### config.mk
export PLATFORM = sky130hd
export DESIGN_NAME = spi_sel_slave
export DESIGN_NICKNAME = d
export VERILOG_FILES = /design/src/rtl/spi_sel_pkg.sv /design/src/rtl/spi_sel_sync.sv /design/src/rtl/spi_sel_engine.sv /design/src/rtl/spi_sel_rxbuf.sv /design/src/rtl/spi_sel_slave.sv
export SDC_FILE = /design/constraint.sdc
export NUM_CORES = 1
export LEC_CHECK = 0
export ABC_AREA = 1
export ABC_CLOCK_PERIOD_IN_PS = 2430
export BUFFER_PORTS_ARGS = -buffer_cell sky130_fd_sc_hd__buf_2
export CORE_ASPECT_RATIO = 0.75
export CORE_MARGIN = 3
export CORE_UTILIZATION = 30
export CTS_BUF_LIST = sky130_fd_sc_hd__clkbuf_4
export CTS_CLUSTER_SIZE = 16
export DETAILED_ROUTE_END_ITERATION = 10
export PLACE_DENSITY_LB_ADDON = 0.25
export SLEW_MARGIN = 40
export SYNTH_ARGS = -nofsm -noshare
export SYNTH_HDL_FRONTEND = slang
export SYNTH_SLANG_ARGS = --single-unit
### constraint.sdc
create_clock -name clk -period 2.43 [get_ports clk]
set_input_delay 0.1215 -clock clk [delete_from_list [all_inputs] [get_ports clk]]
set_output_delay 0.1215 -clock clk [all_outputs]
set_load 0.05 [all_outputs]
### src/rtl/spi_sel_pkg.sv
package spi_sel_pkg;
  // mode field value that turns select-line control on
  localparam logic [3:0] SEL_CTL_MODE = 4'h4;
endpackage

### src/rtl/spi_sel_sync.sv
module spi_sel_sync #(
  parameter int W = 3,
  parameter int STAGES = 2,
  parameter logic [W-1:0] RST_VAL = '0
) (
  input  logic         clk,
  input  logic         rst_n,
  input  logic [W-1:0] d,
  output logic [W-1:0] q
);
  logic [W-1:0] chain [STAGES];

  generate
    for (genvar s = 0; s < STAGES; s++) begin : g_stage
      always_ff @(posedge clk or negedge rst_n) begin
        if (!rst_n) chain[s] <= RST_VAL;
        else if (s == 0) chain[s] <= d;
        else chain[s] <= chain[(s == 0) ? 0 : s-1];
      end
    end
  endgenerate

  assign q = chain[STAGES-1];
endmodule

### src/rtl/spi_sel_engine.sv
module spi_sel_engine #(
  parameter int W = 8,
  localparam int CW = $clog2(W)
) (
  input  logic         clk,
  input  logic         rst_n,
  input  logic         idle,
  input  logic         lead,
  input  logic         trail,
  input  logic         pha,
  input  logic         sdi_s,
  input  logic         hold_valid,
  input  logic [W-1:0] hold_data,
  output logic         take,
  output logic         out_bit,
  output logic         done,
  output logic [W-1:0] word
);
  logic [CW-1:0] cnt;
  logic [W-1:0]  tx_sh;
  logic [W-2:0]  rx_sh;
  logic          cap, shf, last;

  assign cap  = !idle && (pha ? trail : lead);
  assign shf  = !idle && (pha ? lead : trail);
  assign last = cap && (cnt == CW'(W-1));
  assign take = hold_valid && (idle || last);

  always_ff @(posedge clk or negedge rst_n) begin
    if (!rst_n) begin
      cnt     <= '0;
      tx_sh   <= '0;
      rx_sh   <= '0;
      out_bit <= 1'b0;
      done    <= 1'b0;
      word    <= '0;
    end else begin
      done <= last;
      if (idle) begin
        cnt <= '0;
        if (hold_valid) begin
          out_bit <= hold_data[W-1];
          tx_sh   <= pha ? hold_data : (hold_data << 1);
        end
      end else begin
        if (cap) begin
          rx_sh <= {rx_sh[W-3:0], sdi_s};
          if (last) begin
            cnt   <= '0;
            word  <= {rx_sh, sdi_s};
            tx_sh <= hold_valid ? hold_data : '0;
          end else begin
            cnt <= cnt + 1'b1;
          end
        end
        if (shf) begin
          out_bit <= tx_sh[W-1];
          tx_sh   <= tx_sh << 1;
        end
      end
    end
  end
endmodule

### src/rtl/spi_sel_rxbuf.sv
module spi_sel_rxbuf #(
  parameter int W = 8
) (
  input  logic         clk,
  input  logic         rst_n,
  input  logic         done,
  input  logic [W-1:0] word,
  input  logic         rx_ready,
  output logic         rx_valid,
  output logic [W-1:0] rx_data,
  output logic         ovf
);
  always_ff @(posedge clk or negedge rst_n) begin
    if (!rst_n) begin
      rx_valid <= 1'b0;
      rx_data  <= '0;
      ovf      <= 1'b0;
    end else begin
      if (rx_valid && rx_ready) begin
        rx_valid <= 1'b0;
        ovf      <= 1'b0;
      end
      if (done) begin
        if (rx_valid && !rx_ready) begin
          ovf <= 1'b1;
        end else begin
          rx_valid <= 1'b1;
          rx_data  <= word;
        end
      end
    end
  end
endmodule

### src/rtl/spi_sel_slave.sv
module spi_sel_slave
  import spi_sel_pkg::*;
#(
  parameter int DATA_W = 8,
  parameter int SYNC_STAGES = 2
) (
  input  logic              clk,
  input  logic              rst_n,
  input  logic              en,
  input  logic [3:0]        mode,
  input  logic              cpol,
  input  logic              pha,
  input  logic              sclk,
  input  logic              ss_n,
  input  logic              sdi,
  output logic              sdo,
  output logic              sdo_oe,
  input  logic              tx_valid,
  output logic              tx_ready,
  input  logic [DATA_W-1:0] tx_data,
  output logic              rx_valid,
  input  logic              rx_ready,
  output logic [DATA_W-1:0] rx_data,
  output logic              done,
  output logic              ovf,
  output logic              cfg_err
);
  logic [2:0] pins_s;
  logic sclk_s, ss_s, sdi_s, sclk_d;
  logic sel_ctl, idle, rise, fall, lead, trail;
  logic hold_full, take;
  logic [DATA_W-1:0] hold_data, word;

  spi_sel_sync #(.W(3), .STAGES(SYNC_STAGES), .RST_VAL(3'b010)) u_sync (
    .clk(clk), .rst_n(rst_n), .d({sclk, ss_n, sdi}), .q(pins_s)
  );
  assign {sclk_s, ss_s, sdi_s} = pins_s;

  always_ff @(posedge clk or negedge rst_n) begin
    if (!rst_n) sclk_d <= 1'b0;
    else sclk_d <= sclk_s;
  end

  assign rise    = sclk_s && !sclk_d;
  assign fall    = !sclk_s && sclk_d;
  assign lead    = cpol ? fall : rise;
  assign trail   = cpol ? rise : fall;
  assign sel_ctl = (mode == SEL_CTL_MODE);
  assign idle    = !en || (sel_ctl && ss_s);
  assign sdo_oe  = en && (!sel_ctl || !ss_n);
  assign cfg_err = en && pha && !sel_ctl;

  // one-entry transmit holding register
  assign tx_ready = !hold_full;
  always_ff @(posedge clk or negedge rst_n) begin
    if (!rst_n) begin
      hold_full <= 1'b0;
      hold_data <= '0;
    end else if (take) begin
      hold_full <= 1'b0;
    end else if (tx_valid && !hold_full) begin
      hold_full <= 1'b1;
      hold_data <= tx_data;
    end
  end

  spi_sel_engine #(.W(DATA_W)) u_eng (
    .clk(clk), .rst_n(rst_n), .idle(idle), .lead(lead), .trail(trail),
    .pha(pha), .sdi_s(sdi_s), .hold_valid(hold_full), .hold_data(hold_data),
    .take(take), .out_bit(sdo), .done(done), .word(word)
  );

  spi_sel_rxbuf #(.W(DATA_W)) u_rx (
    .clk(clk), .rst_n(rst_n), .done(done), .word(word), .rx_ready(rx_ready),
    .rx_valid(rx_valid), .rx_data(rx_data), .ovf(ovf)
  );
endmodule

==> flow_metrics.py, run 1 <==
metrics = {
    "finish": {
        "nets": 338,
        "syn_to_final_growth_pct": 19.2,
        "drive_gt1_share_pct": 27.0,
        "final_area_mm2": 0.00297,
        "fin_cells": 420,
        "antenna_cells": 0,
    },
    "sta": {
        "hold_viol_final": 0,
        "drv_slew": 0,
        "worst_pin_slew_ps": 588,
        "fin_tns_setup_ps": 0,
        "clock_skew_ps": 23.8,
        "setup_viol": 0,
        "rsz0062_at_grt": "false",
        "fin_ws_ps": 703,
        "fmax_mhz": 579,
        "min_period_over_period_pct": 71.1,
        "worst_hold_slack_ps": 65.7,
        "min_period_ps": 1730,
        "slew_headroom_pct": 60.8,
    },
    "run_status": {
        "status": "finished, final reports clean",
    },
    "yosys": {
        "syn_nets": 289,
        "synth_warnings": 0,
        "netlist.area_leader.share_pct": 52.3,
        "synth-seq-cells": 54,
        "synth_cell_types": 26,
        "synthTopCellsByCount": "62 x nand2_1, 52 x dfrtp_1, 34 x nand3_1",
        "synth_top_cell_by_area": "dfrtp_1",
        "synth.area.top_cells": "dfrtp_1 52%, nand2_1 9.4%, nand3_1 6.8%",
        "synthFlopType": "dfrtp_1",
        "synth.most_common_cell": "nand2_1",
        "synthArstFlopShare_pct": 100,
        "seq_area_frac_synth_pct": 54.4,
        "synth_area_mm2": 0.00249,
        "synth_edf_count": 0,
        "syn_inst": 265,
        "synth.avg_cell_area_um2": 9.39,
    },
    "clock_network": {
        "clkSlewWorstSetupHoldPaths_ps": 170,
        "root_buffer": "clkbuf_4",
        "clk_path_buf_depth": 2,
        "clock_latency_ps": 370,
        "cts_max_level": 2,
        "clkSinkCount": 54,
        "numCtsBuffers": 5,
        "cts_tree": "done",
    },
    "placement": {
        "dp_hpwl_um": 3520,
        "placed_cells": 400,
        "post_dp_cell_area_mm2": 0.00278,
        "port_buffers": 36,
        "gp_congestion": 0.807,
        "pre_cts_ws_ps": 724,
    },
    "job": {
        "drv_cap": 0,
    },
    "power_and_ir_drop": {
        "p_per_area_mw_per_mm2": 642,
        "p_leak_uw": 0.00152,
        "peakVddDrop_uv": 227,
        "seqPwrFrac_pct": 57.7,
        "swShare_pct": 32.4,
        "p_clk_share_pct": 22.0,
        "power.switching_uw": 617,
        "combPwrFrac_pct": 20.3,
        "intPower_uw": 1290,
    },
    "grt": {
        "met1_usage_pct": 15.0,
        "grt.overflow.total": 0,
        "gr-usage-met3_pct": 2.35,
        "antenna_found_initial": 0,
        "grt_max_degree": 31,
        "first_global_vias": 1873,
        "gr-max-usage-layer": "met2",
        "grt_usage_pct": 10.5,
        "gr-usage-met2_pct": 16.7,
        "grt_pass1_wl_um": 8420,
    },
    "routing": {
        "vias": 1843,
        "wl_per_cell_um": 11.0,
        "drt_iter0_markers": 63,
        "wl_um": 4630,
        "antenna_left": 0,
        "dr.pass1.iters": 5,
        "via_per_inst": 4.39,
        "drc_errors": 0,
    },
    "setup_path": {
        "worst_setup_path_end_kind": "register",
        "cp_max_fo": 17,
        "crit_arrival_ps": 2030,
        "critical_path_class": "register to register",
        "rr_worst_depth": 8,
        "crit_path_start": "u_sync.q[1]",
        "startpoint_type": "register",
        "r2r_start": "u_sync.q[1]",
        "worstPathCellList": "nand3_2 > nand2_2 > inv_4 > nand3_4 > nand3_4 > nand2_4 > nand2_1 > nand2_1",
        "reg2reg_slack_ps": 700,
        "crit_slowest_cell": "dfstp_2",
        "worstPathRequired_ps": 2730,
        "slowest_delay_ps": 560,
        "worstReg2RegEnd": "u_eng.tx_sh[4]",
    },
    "die": {
        "die_area_mm2": 0.00944,
        "rows": 28,
        "io_pins": 37,
        "die_w_um": 111,
        "start_util_pct": 31.2,
        "die_h_um": 84.9,
        "core_area_mm2": 0.00799,
    },
    "min_path": {
        "whs_endpoint": "u_rx.ovf",
        "hold_class": "input pin to register",
        "min_from": "rx_ready",
        "min_path_cells": 4,
    },
}
cell type report:
type / count / area [µm²]
Fill cell: 837 / 5020
Sequential cell: 54 / 1350
Multi-Input combinational cell: 178 / 995
Timing Repair Buffer: 49 / 320
Tap cell: 105 / 131
Inverter: 26 / 100
Clock buffer: 5 / 37.5
Clock inverter: 3 / 28.8
placed cells by master (no fill, tap or decap), types with 5 or more instances in the layout:
master         netlist  layout
clkbuf_4             0       5
mux2_2               9       9
nand3_1             34      34
a21oi_1              8       8
nand2_2              7       7
buf_2                5      36
nand2_1             62      62
nand2_4              5       5
inv_1               22      22
dlygate4sd3_1        0      12
dfrtp_1             52      52
nand3_2              5       5
nor2_1               9       9
o21ai_1              7       7
o21ai_0             18      18
per-layer routing:
metal  wire length, µm  vias up
met4                31        0
met2              2040       28
met5                 0        -
li1                  -      961
met3               151        2
met1              2410      852
metrics by stage:
| step | power (µW) | util, % |
|---|---|---|
| floorplan | 1370 | - |
| global placement | 1490 | 34.8 |
| detailed placement | 1500 | 34.8 |
| CTS | 1940 | 37.1 |
| global route | 2050 | 37.1 |
| finish | 1900 | 37.1 |
state kept, by name (all words and copies together) (netlist names):
name           cells
u_eng.out_bit      1
u_eng.cnt          3
u_rx.ovf           1
hold_data          8
u_eng.tx_sh        8
u_sync.chain       3
u_rx.rx_valid      1
u_sync.q           3
u_eng.rx_sh        7
hold_full          1
u_eng.word         8
sclk_d             1
u_eng.done         1
u_rx.rx_data       8
timing repair:
action / 4_1_cts / 5_1_grt
setup buffers: 0 / 0
hold buffers: 12 / 0
endpoints found under the hold margin: 33 / 0
gates resized for setup: 0 / 0
cells by family (layout without fill, tap and decap cells):
family / count (synthesis) / count (layout) / share of synthesized area [%]
and+or+nand+nor: 130 / 130 / 27.0
DFF: 54 / 54 / 54.4
AOI/OAI and AO/OA: 37 / 37 / 7.89
buffers and inverters: 33 / 83 / 5.63
muxes: 9 / 9 / 4.07
adders and majority gates: 2 / 2 / 1.01
how the worst max path moves through the flow:
stage / to / slack, ps
2_1_floorplan: u_rx.rx_data[0] / 890
3_3_place_gp: u_eng.tx_sh[4] / 800
3_5_place_dp: u_eng.tx_sh[4] / 720
4_1_cts: u_eng.tx_sh[4] / 670
5_1_grt: u_eng.tx_sh[2] / 530
6_report: u_eng.tx_sh[4] / 700
power groups by stage:
stage	Combinational (µW)	Clock (µW)	Sequential, µW
6_report	387	419	1100
3_3_place_gp	372	0	1120
3_5_place_dp	380	0	1120
5_1_grt	452	480	1120
4_1_cts	396	447	1100
2_1_floorplan	260	0	1120
critical path, delay by kind of cell, from the launching register on:
kind	cells	cell delay, ps
and+or+nand+nor	7	950
DFF	1	560
buffers and inverters	1	160
(Power assumes the default switching activity.)
==> run 2: changes to the inputs <==
--- a/config.mk
+++ b/config.mk
@@ -6,7 +6,7 @@
 export NUM_CORES = 1
 export LEC_CHECK = 0
 export ABC_AREA = 1
-export ABC_CLOCK_PERIOD_IN_PS = 2430
+export ABC_CLOCK_PERIOD_IN_PS = 1800
 export BUFFER_PORTS_ARGS = -buffer_cell sky130_fd_sc_hd__buf_2
 export CORE_ASPECT_RATIO = 0.75
 export CORE_MARGIN = 3
==> constraint.sdc (replaced) <==
create_clock -name clk -period 1.8 [get_ports clk]
set_input_delay 0.09 -clock clk [delete_from_list [all_inputs] [get_ports clk]]
set_output_delay 0.09 -clock clk [all_outputs]
set_load 0.05 [all_outputs]
==> flow_metrics.py, run 2 (synthesis results as in run 1) <==
metrics = {
    "placement": {
        "placed_cells": 402,
        "dp_hpwl_um": 3570,
        "port_buffers": 36,
        "pre_cts_ws_ps": 211,
        "gp_congestion": 0.781,
    },
    "job": {
        "drv_cap": 0,
    },
    "power_and_ir_drop": {
        "combPwrFrac_pct": 20.3,
        "swShare_pct": 32.8,
        "p_clk_share_pct": 22.7,
        "peakVddDrop_uv": 338,
        "p_per_area_mw_per_mm2": 872,
        "p_leak_uw": 0.00153,
        "intPower_uw": 1750,
        "power.switching_uw": 853,
        "seqPwrFrac_pct": 57.0,
    },
    "clock_network": {
        "cts_max_level": 2,
        "clkSlewWorstSetupHoldPaths_ps": 170,
        "clock_latency_ps": 380,
        "numCtsBuffers": 5,
        "cts_tree": "done",
        "clk_path_buf_depth": 2,
        "root_buffer": "clkbuf_4",
        "clkSinkCount": 54,
    },
    "routing": {
        "dr_wl_met3_um": 154,
        "wl_um": 4730,
        "drc_errors": 0,
        "via_per_inst": 4.41,
        "routed-wl-met2_um": 2060,
        "antenna_left": 0,
        "dr.pass1.iters": 4,
        "drt_iter0_markers": 77,
        "vias": 1862,
        "wl_met1_um": 2480,
        "wl_per_cell_um": 11.2,
        "dr.max_layer_used": "met4",
    },
    "die": {
        "rows": 28,
        "die_w_um": 111,
        "die_area_mm2": 0.00944,
        "io_pins": 37,
        "core_area_mm2": 0.00799,
        "die_h_um": 84.9,
        "start_util_pct": 31.2,
    },
    "setup_path": {
        "cp_max_fo": 17,
        "crit_path_start": "u_sync.q[2]",
        "worstPathCellList": "inv_2 > nand3_2 > nand2_2 > nand2_2 > nand2_4 > nand3_4 > nand3_4 > nand2_4 > nand2_1 > nand2_1",
        "critical_path_class": "register to register",
        "crit_arrival_ps": 1870,
        "slowest_delay_ps": 460,
        "worstPathRequired_ps": 2090,
        "path_depth": 10,
        "crit_family": "simple AND/OR/NAND/NOR gates",
        "worst_setup_path_end_kind": "register",
        "rr_worst_depth": 10,
        "startpoint_type": "register",
        "path_buf_inv": 1,
        "crit_slowest_cell": "dfrtp_1",
        "r2r_start": "u_sync.q[2]",
    },
    "sta": {
        "drv_slew": 0,
        "fmax_mhz": 631,
        "setup_viol": 0,
        "min_period_ps": 1580,
        "hold_viol_final": 0,
        "fin_ws_ps": 216,
        "rsz0062_at_grt": "false",
        "worst_hold_slack_ps": 36.7,
        "fin_tns_setup_ps": 0,
        "clock_skew_ps": 14.1,
        "slew_headroom_pct": 65.8,
        "min_period_over_period_pct": 88.0,
        "worst_pin_slew_ps": 512,
    },
    "run_status": {
        "status": "finished, final reports clean",
    },
    "finish": {
        "final_cell_mix": "62 x nand2_1, 52 x dfrtp_1, 36 x buf_2, 34 x nand3_1, 22 x inv_1",
        "drive_gt1_share_pct": 27.4,
        "fin_cells": 422,
        "syn_to_final_growth_pct": 19.8,
        "final_common_cell": "nand2_1",
        "antenna_cells": 0,
        "nets": 340,
    },
    "min_path": {
        "min_path_cells": 4,
        "hold_class": "input pin to register",
        "min_from": "rx_ready",
    },
    "grt": {
        "grt_pass1_wl_um": 8440,
        "grt_usage_pct": 10.8,
        "grt.overflow.total": 0,
        "grt_max_degree": 36,
        "first_global_vias": 1852,
        "antenna_found_initial": 0,
    },
}
==> run 2: cell types whose count changed in the layout (fill, tap and decap cells not counted) <==
cell and delta:
inv_6 +1, buf_4 +2, clkinv_4 -1
==> run 2: layout make-up <==
type | instances | area [µm²]
fillers | 823 | 5010
inverters | 26 | 100
flip-flops and latches | 54 | 1350
multi-input cells | 178 | 995
repair buffers | 51 | 335
clock buffers | 5 | 37.5
well taps | 105 | 131
clock inverters | 3 | 28.8
==> run 2: metal layers <==
| layer | global-route usage (%) | up-vias |
|---|---|---|
| li1 | - | 972 |
| met1 | 14.9 | 866 |
| met2 | 16.8 | 22 |
| met3 | 2.99 | 2 |
| met4 | 2.87 | 0 |
| met5 | 0 | - |
==> run 2: path summary, 6_finish.rpt <==
path                                        end  slack [ps]
max in group asynchronous       u_sync.chain[3]        1050
worst min register to register      u_sync.q[1]         370
min in group asynchronous              u_rx.ovf         190
worst min-delay path                   u_rx.ovf          40
worst max-delay path             u_eng.tx_sh[2]         220
worst max register to register   u_eng.tx_sh[2]         220
==> run 2: timing repair <==
item	in CTS	in global routing
hold buffers	12	0
hold endpoints to repair	28	0
resized for setup	0	0
buffers inserted	0	0
==> run 2: metrics by stage <==
stage / cell area, µm² / utilization, % / total power (µW)
global placement: 2800 / 35.0 / 2010
floorplan: 2490 / - / 1860
detailed placement: 2800 / 35.0 / 2020
finish: 2980 / 37.3 / 2600
global route: 2980 / 37.3 / 2800
CTS: 2980 / 37.3 / 2650
==> run 2: power groups by stage <==
| stage | logic (µW) | clock network (µW) | registers [µW] |
|---|---|---|---|
| after floorplan | 350 | 0 | 1510 |
| after global placement | 506 | 0 | 1510 |
| after detailed placement | 515 | 0 | 1510 |
| after CTS | 537 | 627 | 1480 |
| after global routing | 613 | 683 | 1500 |
| final | 526 | 591 | 1480 |
==> run 2: worst register-to-register path: cells and delay by family (launching register included) <==
family / cells / cell delay, ps
buffers and inverters: 1 / 90
flip-flops: 1 / 460
AND/OR/NAND/NOR: 9 / 940
